<file path="config.mk">
export PLATFORM = sky130hd
export DESIGN_NAME = txdma_credit_tracker
export DESIGN_NICKNAME = d
export VERILOG_FILES = /design/src/rtl/txdma_credit_tracker.sv
export SDC_FILE = /design/constraint.sdc
export NUM_CORES = 1
export LEC_CHECK = 0
export BUFFER_PORTS_ARGS = -buffer_cell sky130_fd_sc_hd__buf_4
export CAP_MARGIN = 20
export CORE_ASPECT_RATIO = 0.8
export CORE_MARGIN = 2
export CORE_UTILIZATION = 30
export DETAILED_ROUTE_END_ITERATION = 12
export SETUP_SLACK_MARGIN = 0.02
export SYNTH_ARGS = -nofsm -noshare
export SYNTH_HDL_FRONTEND = slang
export SYNTH_SLANG_ARGS = --single-unit
</file>
<file path="constraint.sdc">
create_clock -name clk -period 2.86 [get_ports clk]
set_clock_uncertainty 0.15 [all_clocks]
set_input_delay 0.286 -clock clk [delete_from_list [all_inputs] [get_ports clk]]
set_output_delay 0.286 -clock clk [all_outputs]
set_load 0.02 [all_outputs]
</file>
<file path="src/rtl/txdma_credit_tracker.sv">
module txdma_credit_tracker #(
  parameter int CREDIT_MAX  = 8,
  parameter int CREDIT_INIT = 4,
  parameter int LEN_W       = 4
) (
  input  logic             clk,
  input  logic             rst_n,
  input  logic             cfg_we,
  input  logic [2:0]       cfg_ch,
  input  logic [31:0]      cfg_wdata,
  input  logic [2:0]       cfg_rd_ch,
  output logic [31:0]      cfg_rdata,
  input  logic [7:0]       act_cmd,
  input  logic [LEN_W-1:0] act_len,
  input  logic [7:0]       fifo_pop,
  input  logic [7:0]       fifo_full,
  output logic [7:0]       xfer_issue,
  input  logic             err_addr_ev,
  input  logic             err_short_ev,
  input  logic             err_clr_we,
  input  logic [31:0]      err_clr_data,
  output logic [31:0]      tx_status,
  output logic [31:0]      err_status
);
  localparam int NCH = 8;
  localparam int CW  = $clog2(CREDIT_MAX + 1);

  logic [NCH-1:0][1:0]       mode;
  logic [NCH-1:0]            cen, slot_full, started, pend;
  logic [NCH-1:0][LEN_W-1:0] remain;
  logic [NCH-1:0][CW-1:0]    credit;
  logic [NCH-1:0]            ovr_ev, desync_ev;
  logic                      e_addr, e_short;
  logic [NCH-1:0]            e_ovr, e_desync;

  for (genvar c = 0; c < NCH; c++) begin : g_ch
    logic          run_ok;
    logic [CW:0]   cr_sum;

    assign run_ok       = (mode[c] == 2'b10) || (mode[c] == 2'b01 && started[c]);
    assign pend[c]      = slot_full[c] && run_ok && cen[c];
    assign xfer_issue[c] = pend[c] && (credit[c] != '0);
    assign ovr_ev[c]    = act_cmd[c] && slot_full[c];
    assign desync_ev[c] = fifo_full[c] && (credit[c] != '0);
    assign cr_sum       = {1'b0, credit[c]} + (CW+1)'(fifo_pop[c]) - (CW+1)'(xfer_issue[c]);

    always_ff @(posedge clk) begin
      if (!rst_n) begin
        mode[c]      <= 2'b00;
        cen[c]       <= 1'b0;
        slot_full[c] <= 1'b0;
        started[c]   <= 1'b0;
        remain[c]    <= '0;
        credit[c]    <= CW'(CREDIT_INIT);
      end else begin
        if (cfg_we && cfg_ch == 3'(c)) begin
          mode[c] <= cfg_wdata[31:30];
          cen[c]  <= cfg_wdata[3];
        end
        credit[c] <= (cr_sum > (CW+1)'(CREDIT_MAX)) ? CW'(CREDIT_MAX) : cr_sum[CW-1:0];
        if (slot_full[c]) begin
          if (xfer_issue[c]) begin
            if (remain[c] == '0) begin
              slot_full[c] <= 1'b0;
              started[c]   <= 1'b0;
            end else begin
              remain[c]  <= remain[c] - 1'b1;
              started[c] <= 1'b1;
            end
          end
        end else if (act_cmd[c]) begin
          slot_full[c] <= 1'b1;
          started[c]   <= 1'b0;
          remain[c]    <= act_len;
        end
      end
    end
  end

  always_ff @(posedge clk) begin
    if (!rst_n) begin
      e_addr   <= 1'b0;
      e_short  <= 1'b0;
      e_ovr    <= '0;
      e_desync <= '0;
    end else begin
      e_addr   <= (e_addr   & ~(err_clr_we & err_clr_data[31])) | err_addr_ev;
      e_short  <= (e_short  & ~(err_clr_we & err_clr_data[30])) | err_short_ev;
      e_ovr    <= (e_ovr    & ~({NCH{err_clr_we}} & err_clr_data[16:9])) | ovr_ev;
      e_desync <= (e_desync & ~({NCH{err_clr_we}} & err_clr_data[7:0])) | desync_ev;
    end
  end

  assign err_status = {e_addr, e_short, 13'b0, e_ovr, 1'b0, e_desync};
  assign tx_status  = {~slot_full, ~pend, 16'b0};
  assign cfg_rdata  = {mode[cfg_rd_ch], 26'b0, cen[cfg_rd_ch], 3'b0};
endmodule

</file>
-- Yosys cells after proc, flatten, opt, wreduce, memory -nomap -nowiden
Index checks and enable logic that the tools add are counted.
- flip-flop bits (word level): 122
- output and inout bits: 104
- logic and storage cells: 364
- add/sub/neg operators: 24
- $lt $le $gt $ge: 9
- eq/ne operators: 39
- mux-type cells: 100
- bitwise logic cells: 19
- reduce and logical (&&, ||, !) cells: 113
- operator list (operator ; number):
    $mux W4 ; 40
    $mux W1 ; 57
    $logic_and A1 B1 Y1 ; 56
    $add A4 B1 Y5 ; 8
    $gt A5 B4 Y1 const B ; 8
    $sub A5 B1 Y5 ; 8
    $and A8 B8 Y8 ; 4
    $logic_not A4 Y1 ; 8
    $ne A2 B2 Y1 const B ; 16
    $not A8 Y8 ; 4
    $reduce_bool A4 Y1 ; 8
    $sub A4 B1 Y4 const B ; 8
    $reduce_and A3 Y1 ; 8
    $eq A2 B1 Y1 const B ; 8
    $eq A2 B2 Y1 const B ; 8
    $or A8 B8 Y8 ; 2
    $reduce_and A2 Y1 ; 8
    $reduce_bool A2 Y1 ; 8
    $reduce_or A2 Y1 ; 8
    $eq A3 B3 Y1 const B ; 4
    $logic_or A1 B1 Y1 ; 8
    $bmux W2 S3 ; 1
    $eq A3 B2 Y1 const B ; 2
    $and A1 B1 Y1 ; 4
    other kinds (7) ; 10

-- Depth between registers and ports, before layout
Gate-level depths: netlist of run 1.
- depth in word-level cells: 9
- mapped depth: 15
- mapped depth without buffers: 15

-- Worst setup path after synthesis of run 1
No wires, ideal clock.
- path type: flip-flop to flip-flop
- start point: reg credit[31] (netlist name)
- end point: reg credit[30] (netlist name)
- data arrival time: 2950 ps
- slack: -374 ps
- stages on the path, launching flop included: 15
- period minus slack after synthesis: 3234 ps
- cells stage by stage: dfxtp_1 -> inv_1 -> ha_1 -> nor3b_1 -> a211oi_2 -> ha_1 -> inv_1 -> ha_1 -> inv_1 -> fa_1 -> inv_1 -> a2111oi_0 -> a31o_2 -> a21oi_1 -> o21ai_0
- cells in the longest elaborated chain, start to end: 5
- elaborated cells on any way between the ends: 6
- ends and longest elaborated chain (what ; line ; text):
    from (decl) ; 31 ; logic [NCH-1:0][CW-1:0] credit;
    from (signal, indexed assignment) ; 54 ; credit[c] <= CW'(CREDIT_INIT);
    from (signal, indexed assignment) ; 60 ; credit[c] <= (cr_sum > (CW+1)'(CREDIT_MAX)) ? CW'(CREDIT_MAX) : cr_sum[CW-1:0];
    $reduce_bool A4 Y1 * ; 42 ; assign xfer_issue[c] = pend[c] && (credit[c] != '0);
    $logic_and A1 B1 Y1 * ; 42 ;
    net xfer_issue[7] ; 17 ; output logic [7:0] xfer_issue,
    $sub A5 B1 Y5 * ; 45 ; assign cr_sum = {1'b0, credit[c]} + (CW+1)'(fifo_pop[c]) - (CW+1)'(xfer_issue[c]);
    $gt A5 B4 Y1 ; 60 ;
    $mux W4 * ; 60 ;
Mark *: on every way through the listed nets, which the timed path passes. The rest lies on a longest branch.
A chain may end at the register's enable or synchronous reset.

-- Worst setup path in the final report of run 1
- start point: reg credit[6] (netlist name)
- end point: reg credit[6] (netlist name)
- cells in the longest elaborated chain, start to end: 5
- elaborated cells on any way between the ends: 6
- ends and longest elaborated chain (what ; line):
    branches (longest 2 deep; another with $add A4 B1 Y5) ; --
    $sub A5 B1 Y5 * ; 45
    $gt A5 B4 Y1 ; 60
    $mux W4 * ; 60
Mark *: on every way between the ends.

==> results of run 1 <==
==> power by group through the flow <==
stage	logic (W)	registers, W	clock network, W
final	0.00354	0.00213	0.00227
after global placement	0.00275	0.00213	0
after global routing	0.00388	0.00217	0.00240
after floorplan	0.00186	0.00217	0
after CTS	0.00302	0.00211	0.00232
after detailed placement	0.00280	0.00214	0
==> how the worst min path moves through the flow <==
stage               slack [ns]                endpoint              startpoint  cells after the start
floorplan                 0.25       e_addr$_SDFF_PN0_             err_addr_ev                      2
global placement          0.30  e_desync[1]$_SDFF_PN0_  e_desync[1]$_SDFF_PN0_                      2
detailed placement        0.30  e_desync[3]$_SDFF_PN0_  e_desync[3]$_SDFF_PN0_                      2
CTS                      0.003     e_ovr[6]$_SDFF_PN0_              act_cmd[6]                      3
global route              0.01     e_ovr[6]$_SDFF_PN0_              act_cmd[6]                      3
finish                    0.03     e_ovr[6]$_SDFF_PN0_              act_cmd[6]                      3
==> cells by family (layout without fill, tap and decap cells) <==
| kind of cell | after synthesis | after routing | synth area share [%] |
|---|---|---|---|
| buf+inv | 188 | 359 | 12.5 |
| other cells | 1 | 59 | 0.0494 |
| mux | 40 | 40 | 6.33 |
| flops | 122 | 122 | 32.2 |
| compound gates | 155 | 155 | 14.4 |
| simple gates | 312 | 312 | 22.0 |
| fa+ha+maj | 64 | 64 | 11.3 |
| xor+xnor | 11 | 11 | 1.27 |
==> stage by stage <==
step / hold slack, ns / worst slack (ns) / cells / total power (W) / TNS (ns)
5_1_grt: 0.0145 / -0.123 / 1446 / 0.00845 / -1.17
2_1_floorplan: 0.253 / -0.0762 / 951 / 0.00403 / -0.230
3_5_place_dp: 0.300 / -0.101 / 1370 / 0.00494 / -0.742
6_report: 0.0266 / -0.00710 / 1446 / 0.00794 / -0.00710
4_1_cts: 0.00265 / 0.00339 / 1427 / 0.00745 / 0
3_3_place_gp: 0.298 / -0.0509 / 1370 / 0.00489 / -0.306
==> critical path: cells and delay by family (launching register included) <==
| kind | cells | cell delay (ns) |
|---|---|---|
| AO/OA/AOI/OAI | 2 | 0.32 |
| adder cells (fa/ha/maj) | 4 | 0.98 |
| buffers and inverters | 3 | 0.15 |
| flip-flops | 1 | 0.33 |
| multiplexers | 1 | 0.28 |
| AND/OR/NAND/NOR | 4 | 0.52 |
==> layout make-up <==
type	instances	area (um^2)	share of cell area, %
Clock buffer	21	480	4.53
Clock inverter	11	143	1.34
Inverter	104	404	3.81
Multi-Input combinational cell	641	4980	46.9
Sequential cell	122	2470	23.3
Tap cell	324	405	3.82
Timing Repair Buffer	223	1730	16.3
==> metal layers <==
| layer | share of wire [%] | vias to the layer above | global-route usage, % |
|---|---|---|---|
| li1 | - | 3415 | - |
| met1 | 46 | 3188 | 20.2 |
| met2 | 47 | 140 | 24.5 |
| met3 | 5.3 | 18 | 4.37 |
| met4 | 1.5 | 2 | 4.56 |
| met5 | 0.062 | - | 0 |
==> cell usage in the layout, fill, tap and decap left out, drive strengths merged, types with 14 or more instances in the layout <==
| cell type | count |
|---|---|
| inv | 103 |
| buf | 203 |
| clkbuf | 21 |
| nand3 | 36 |
| dfxtp | 122 |
| nor2b | 14 |
| nor3 | 21 |
| nand2 | 86 |
| nor2 | 71 |
| o21ai | 23 |
| a31oi | 25 |
| ha | 56 |
| mux2i | 30 |
| a21oi | 33 |
| dlygate4sd3 | 20 |
| a22oi | 14 |
| conb | 59 |
==> repair_timing <==
item,in CTS,in global routing
endpoints found under the hold margin,17,0
gates resized for setup,24,79
pin swaps,13,33
setup endpoints to repair,26,32
buffers inserted,6,20
hold buffers,20,0
==> flip-flops by register name, summed over array words and instances, names as in the netlist <==
name and count:
cen 8, e_short 1, e_addr 1, credit 32
e_ovr 8, slot_full 8, started 8, remain 32
mode 16, e_desync 8
==> run metrics, run 1 <==
status=finished, violations left; failing checks=negative setup slack; Crit Path Category=reg -> reg; register area share after synthesis=32.2%; Die ar.=26,600 um^2; worst vdd ir=0.000495 V; PwrDens=748 nW/um^2; Ys Warns=0; cell accounting for the most synthesized area=dfxtp_1; crit path cell chain=inv_2 > ha_4 > nor3b_4 > a211oi_4 > ha_1 > inv_1 > ha_2 > inv_2 > fa_2 > nor2b_4 > nor4_2 > mux2_4 > nor3_4 > o21ai_1; H-tree depth=4; nets=1,277; final wirelength=20.8 mm; layout cells sized above 1=35.1%; Clock Power Share=28.6%; Pleak=4.62 nW; RSZ-0062 raised after global routing=true; initial antenna violation count=1; layout filler cell count=2,473; crit start category=flip-flop; Reg2Reg Depth=14; design area=10,600 um^2; grt ovf=0; Die W=182 um; final core occ=42.3%; vias in the first global route=6,322; WL/cell=14.4 um; Post-synth top flop=dfxtp_1; min Tclk post-route=2.87 ns; post-synth top area share=32.2%; Vias/cell=4.68; Max-Cap Viols=0; Area Growth Syn to Fin=39.8%; Worst Path Required=3.00 ns; top cells by area, synth=dfxtp_1 32%, ha_1 9.2%, buf_4 6.0%, inv_1 4.8%, nand2_1 4.2%; Top Ports=208; Final WS setup=-0.00710 ns; Hold Path Class=in -> reg; Worst-path clk slew=0.06 ns; core area=25,100 um^2; worst flop-to-flop path endpoint=credit[6]$_SDFF_PN1_; Syn Inst Count=893; clock sink count=122; max frequency=349 MHz; crit path max fanout=3; via count=6,763; CP most frequent cell=inv_2; Mean Syn Cell Area=8.50 um^2; dpl cell area=9190 um^2; clock buffer count from CTS=17; GPL Wtd Cong=0.856; TritonCTS clock tree=done; Critical-path top delay cell=fa_2; Slew HR=60.1%; # DRC=0; length of the first detailed-routing pass in iterations=4; Net Sw Frac=34.7%; hpwl dp=15.2 mm; internal power=0.00518 W; async set or reset register ratio after synthesis=0%; synthesized flop and latch total=122; launch point of the worst reg-to-reg path=credit[6]$_SDFF_PN1_; endpoints failing hold=0; Worst path max stage delay=0.38 ns; Post-synth EDFFs=0; power share of the sequential group=26.9%; GR Util All Layers=15.3%; Setup crit end=credit[6]$_SDFF_PN1_; chip height=146 um; CP arrival=3.01 ns; worst skew pair latency=0.43 ns; crit end category=flip-flop; Worst R2R Setup Slack=-0.007 ns; DRT iter0 DRCs=357; top-count cell post-synth=dfxtp_1; largest net degree at the start of global routing=29; # rows=52; Ant. Diodes=0; Final setup viols=1; Critical Path Source=credit[6]$_SDFF_PN1_; combinational cell fraction of total power=44.5%; Net Sw Power=0.00276 W; Netlist cell types=76; clk buf depth=2; Worst-Margin Slew=0.598 ns; Post-Syn Area=7590 um^2; Synth top cells by count=122 x dfxtp_1, 98 x inv_1, 85 x nand2_1; port bufs=105; Initial Util=30.2%; first-pass GRT wire length=32.1 mm; Slew Viols, Final=0; DRT antenna net count=0; root buffer cell=clkbuf_16; period utilization=100%
No activity file was read; power rests on OpenSTA's default activity.
==> run 2: changes to the inputs <==
- ABC_AREA: default -> 1
==> run 2 against run 1 <==
Compared with the run above:
- the run now ends clean
- core utilization fell by 3.1 points
- largest cell class unchanged
- register-to-register slack improved by 0.20 ns
- global-route usage fell by 0.38 points
- hold slack got worse by 0.0015 ns
- non-clock buffer count fell by 57
- setup slack improved by 0.20 ns
- highest routed layer is now met4
- largest power group unchanged
- first-iteration DRC count rose by 9.5%
- power fell by 3.7%
- critical path depth rose by 1
- synthesized cell count rose by 35%
==> run metrics, run 2 <==
dpl cell area=9150 um^2 (was 9190 um^2); Final Total Pwr=0.00765 W (was 0.00794 W); Worst Path Required=3.07 ns (was 3.00 ns); synthesized flop and latch total=122 (unchanged); H-tree depth=4 (unchanged); TritonCTS clock tree=done (unchanged); Area Growth Syn to Fin=27.4% (was 39.8%); Ant. Diodes=0 (unchanged); most common cell after layout, fill and taps aside=nand2_1 (was buf_4); Mean Syn Cell Area=6.73 um^2 (was 8.50 um^2); port bufs=105 (unchanged); design area=10,300 um^2 (was 10,600 um^2); clk buf depth=2 (unchanged); Post-synth EDFFs=0 (unchanged); length of the first detailed-routing pass in iterations=5 (was 4); RSZ-0062 raised after global routing=true (unchanged); worst skew pair latency=0.43 ns (about the same); Ys Warns=0 (unchanged); post-synth top area share=30.1% (was 32.2%); Synth top cells by count=283 x nand2_1, 176 x inv_1, 129 x nor2_1 (was 122 x dfxtp_1, 98 x inv_1, 85 x nand2_1); Initial Util=30.7% (was 30.2%); # DRC=0 (unchanged); status=finished, final reports clean (was finished, violations left); Worst-Margin Slew=0.794 ns (was 0.598 ns); root buffer cell=clkbuf_16 (unchanged); top-count cell post-synth=nand2_1 (was dfxtp_1); endpoints failing hold=0 (unchanged); vias in the first global route=6,994 (was 6,322); Top Ports=208 (unchanged); largest net degree at the start of global routing=72 (was 29); crit start category=flip-flop (unchanged); Die W=188 um (was 182 um); DRT antenna net count=0 (unchanged); clock buffer count from CTS=17 (unchanged); layout filler cell count=2,731 (was 2,473); GPL Wtd Cong=0.829 (was 0.856); core area=26,400 um^2 (was 25,100 um^2); Netlist cell types=27 (was 76); DRT iter0 DRCs=391 (was 357); via count=7,583 (was 6,763); Vias/cell=4.36 (was 4.68); Syn Inst Count=1,205 (was 893); first-pass GRT wire length=33.8 mm (was 32.1 mm); crit path max fanout=4 (was 3); period utilization=93.1% (was 100%); WL/cell=12.2 um (was 14.4 um); clock sink count=122 (unchanged); worst vdd ir=0.000416 V (was 0.000495 V); Post-Syn Area=8110 um^2 (was 7590 um^2); chip height=151 um (was 146 um); cell accounting for the most synthesized area=dfxtp_1 (unchanged); crit end category=flip-flop (unchanged); nets=1,536 (was 1,277); Post-synth top flop=dfxtp_1 (unchanged); Max-Cap Viols=0 (unchanged); Slew Viols, Final=0 (unchanged); register area share after synthesis=30.1% (was 32.2%); initial antenna violation count=0 (was 1); grt ovf=0 (unchanged); Worst-path clk slew=0.06 ns (about the same); Crit Path Category=reg -> reg (unchanged); PwrDens=740 nW/um^2 (was 748 nW/um^2); Hold Path Class=in -> reg (unchanged); Regs by FF count=credit (32), remain (32), mode (16) (unchanged); hpwl dp=15.3 mm (was 15.2 mm); min Tclk post-route=2.66 ns (was 2.87 ns); layout cells sized above 1=17.8% (was 35.1%); top cells by area, synth=dfxtp_1 30%, nand2_1 13%, ha_1 8.6%, inv_1 8.1%, nand3_1 6.9% (was dfxtp_1 32%, ha_1 9.2%, buf_4 6.0%, inv_1 4.8%, nand2_1 4.2%); # rows=53 (was 52); max frequency=376 MHz (was 349 MHz); async set or reset register ratio after synthesis=0% (unchanged); multi-input logic area=4760 um^2 (was 4980 um^2); hold_ws=0.0251 ns (was 0.0266 ns); final wirelength=21.1 mm (was 20.8 mm); Final setup viols=0 (was 1); Storage cell area=2440 um^2 (was 2470 um^2); Die ar.=28,400 um^2 (was 26,600 um^2); GR Util All Layers=15.0% (was 15.3%); most frequent cells in the layout=283 x nand2_1, 166 x inv_1, 131 x buf_4 (was 202 x buf_4, 103 x dfxtp_1, 82 x nand2_1); Pleak=5.31 nW (was 4.62 nW); Slew HR=47.1% (was 60.1%); CP arrival=2.87 ns (was 3.01 ns)
-- run 2: cell types whose count changed after synthesis, sizes merged, moves of 14 or more --
| cell | previous run | this run |
|---|---|---|
| a21oi | 33 | 94 |
| a22oi | 14 | 0 |
| a31oi | 25 | 0 |
| inv | 103 | 184 |
| mux2i | 30 | 0 |
| nand2 | 86 | 299 |
| nand3 | 36 | 112 |
| nor2 | 71 | 143 |
| nor2b | 14 | 0 |
| nor3 | 21 | 0 |
| o21ai | 23 | 68 |
-- run 2: final timing paths --
path	cells after the start	startpoint	to	slack, ns
worst max register to register	15	mode[8]$_SDFFE_PN0P_	credit[17]$_SDFF_PP0_	0.20
worst max-delay path	15	mode[8]$_SDFFE_PN0P_	credit[17]$_SDFF_PP0_	0.20
worst min register to register	2	started[1]$_SDFFE_PN0P_	started[1]$_SDFFE_PN0P_	0.33
worst min-delay path	4	err_clr_data[31]	e_addr$_SDFF_PN0_	0.03
-- run 2: routing by layer --
layer | wire length, um | track usage, % | up-vias
li1 | - | - | 4023
met1 | 9870 | 19.1 | 3387
met2 | 10000 | 25.6 | 150
met3 | 963 | 3.34 | 23
met4 | 272 | 4.02 | 0
met5 | 0 | 0 | -
-- run 2: cells by family after synthesis --
| group | share of synthesized area [%] |
|---|---|
| AND/OR/NAND/NOR | 32.3 |
| AO/OA/AOI/OAI | 10.5 |
| other | 0.0462 |
| flip-flops | 30.1 |
| buffers and inverters | 15.6 |
| XOR/XNOR | 0.864 |
| adder cells (fa/ha/maj) | 10.6 |
-- run 2: power by group --
part           internal [W]  switching [W]
sequential          0.00197       0.000144
combinational       0.00124        0.00189
clock               0.00156       0.000828
-- run 2: what timing repair did --
| action | in CTS | in global routing |
|---|---|---|
| hold buffers | 34 | 0 |
| endpoints found under the setup margin | 0 | 30 |
| endpoints found under the hold margin | 18 | 0 |
| setup buffers | 0 | 5 |
| gates resized for setup | 0 | 41 |
-- run 2: worst max-delay path: stages, from the launching register on --
cell     delay, ns
dfxtp_1       0.40
nand2_1       0.07
nand2_1       0.18
nand3_2       0.13
inv_1         0.10
ha_1          0.23
inv_1         0.06
ha_2          0.16
inv_1         0.05
fa_2          0.54
inv_1         0.04
nor2_1        0.08
nand2_1       0.06
nand3_1       0.10
nand3_1       0.10
nor2_1        0.14
-- run 2: stage by stage --
stage	utilization (%)	TNS, ns	worst slack [ns]	instances
floorplan	-	0	0.219	1263
global placement	34.7	0	0.0824	1666
detailed placement	34.7	0	0.0738	1666
CTS	38.4	0	0.0517	1732
global route	39.2	-0.0113	-0.0109	1738
finish	39.2	0	0.197	1738
-- run 2: layout make-up --
class	instances	share of cell area (%)
repair buffers	166	13.0
multi-input cells	876	46.1
clock inverters	12	1.90
clock buffers	20	4.32
inverters	185	6.72
flip-flops and latches	122	23.6
well taps	357	4.32
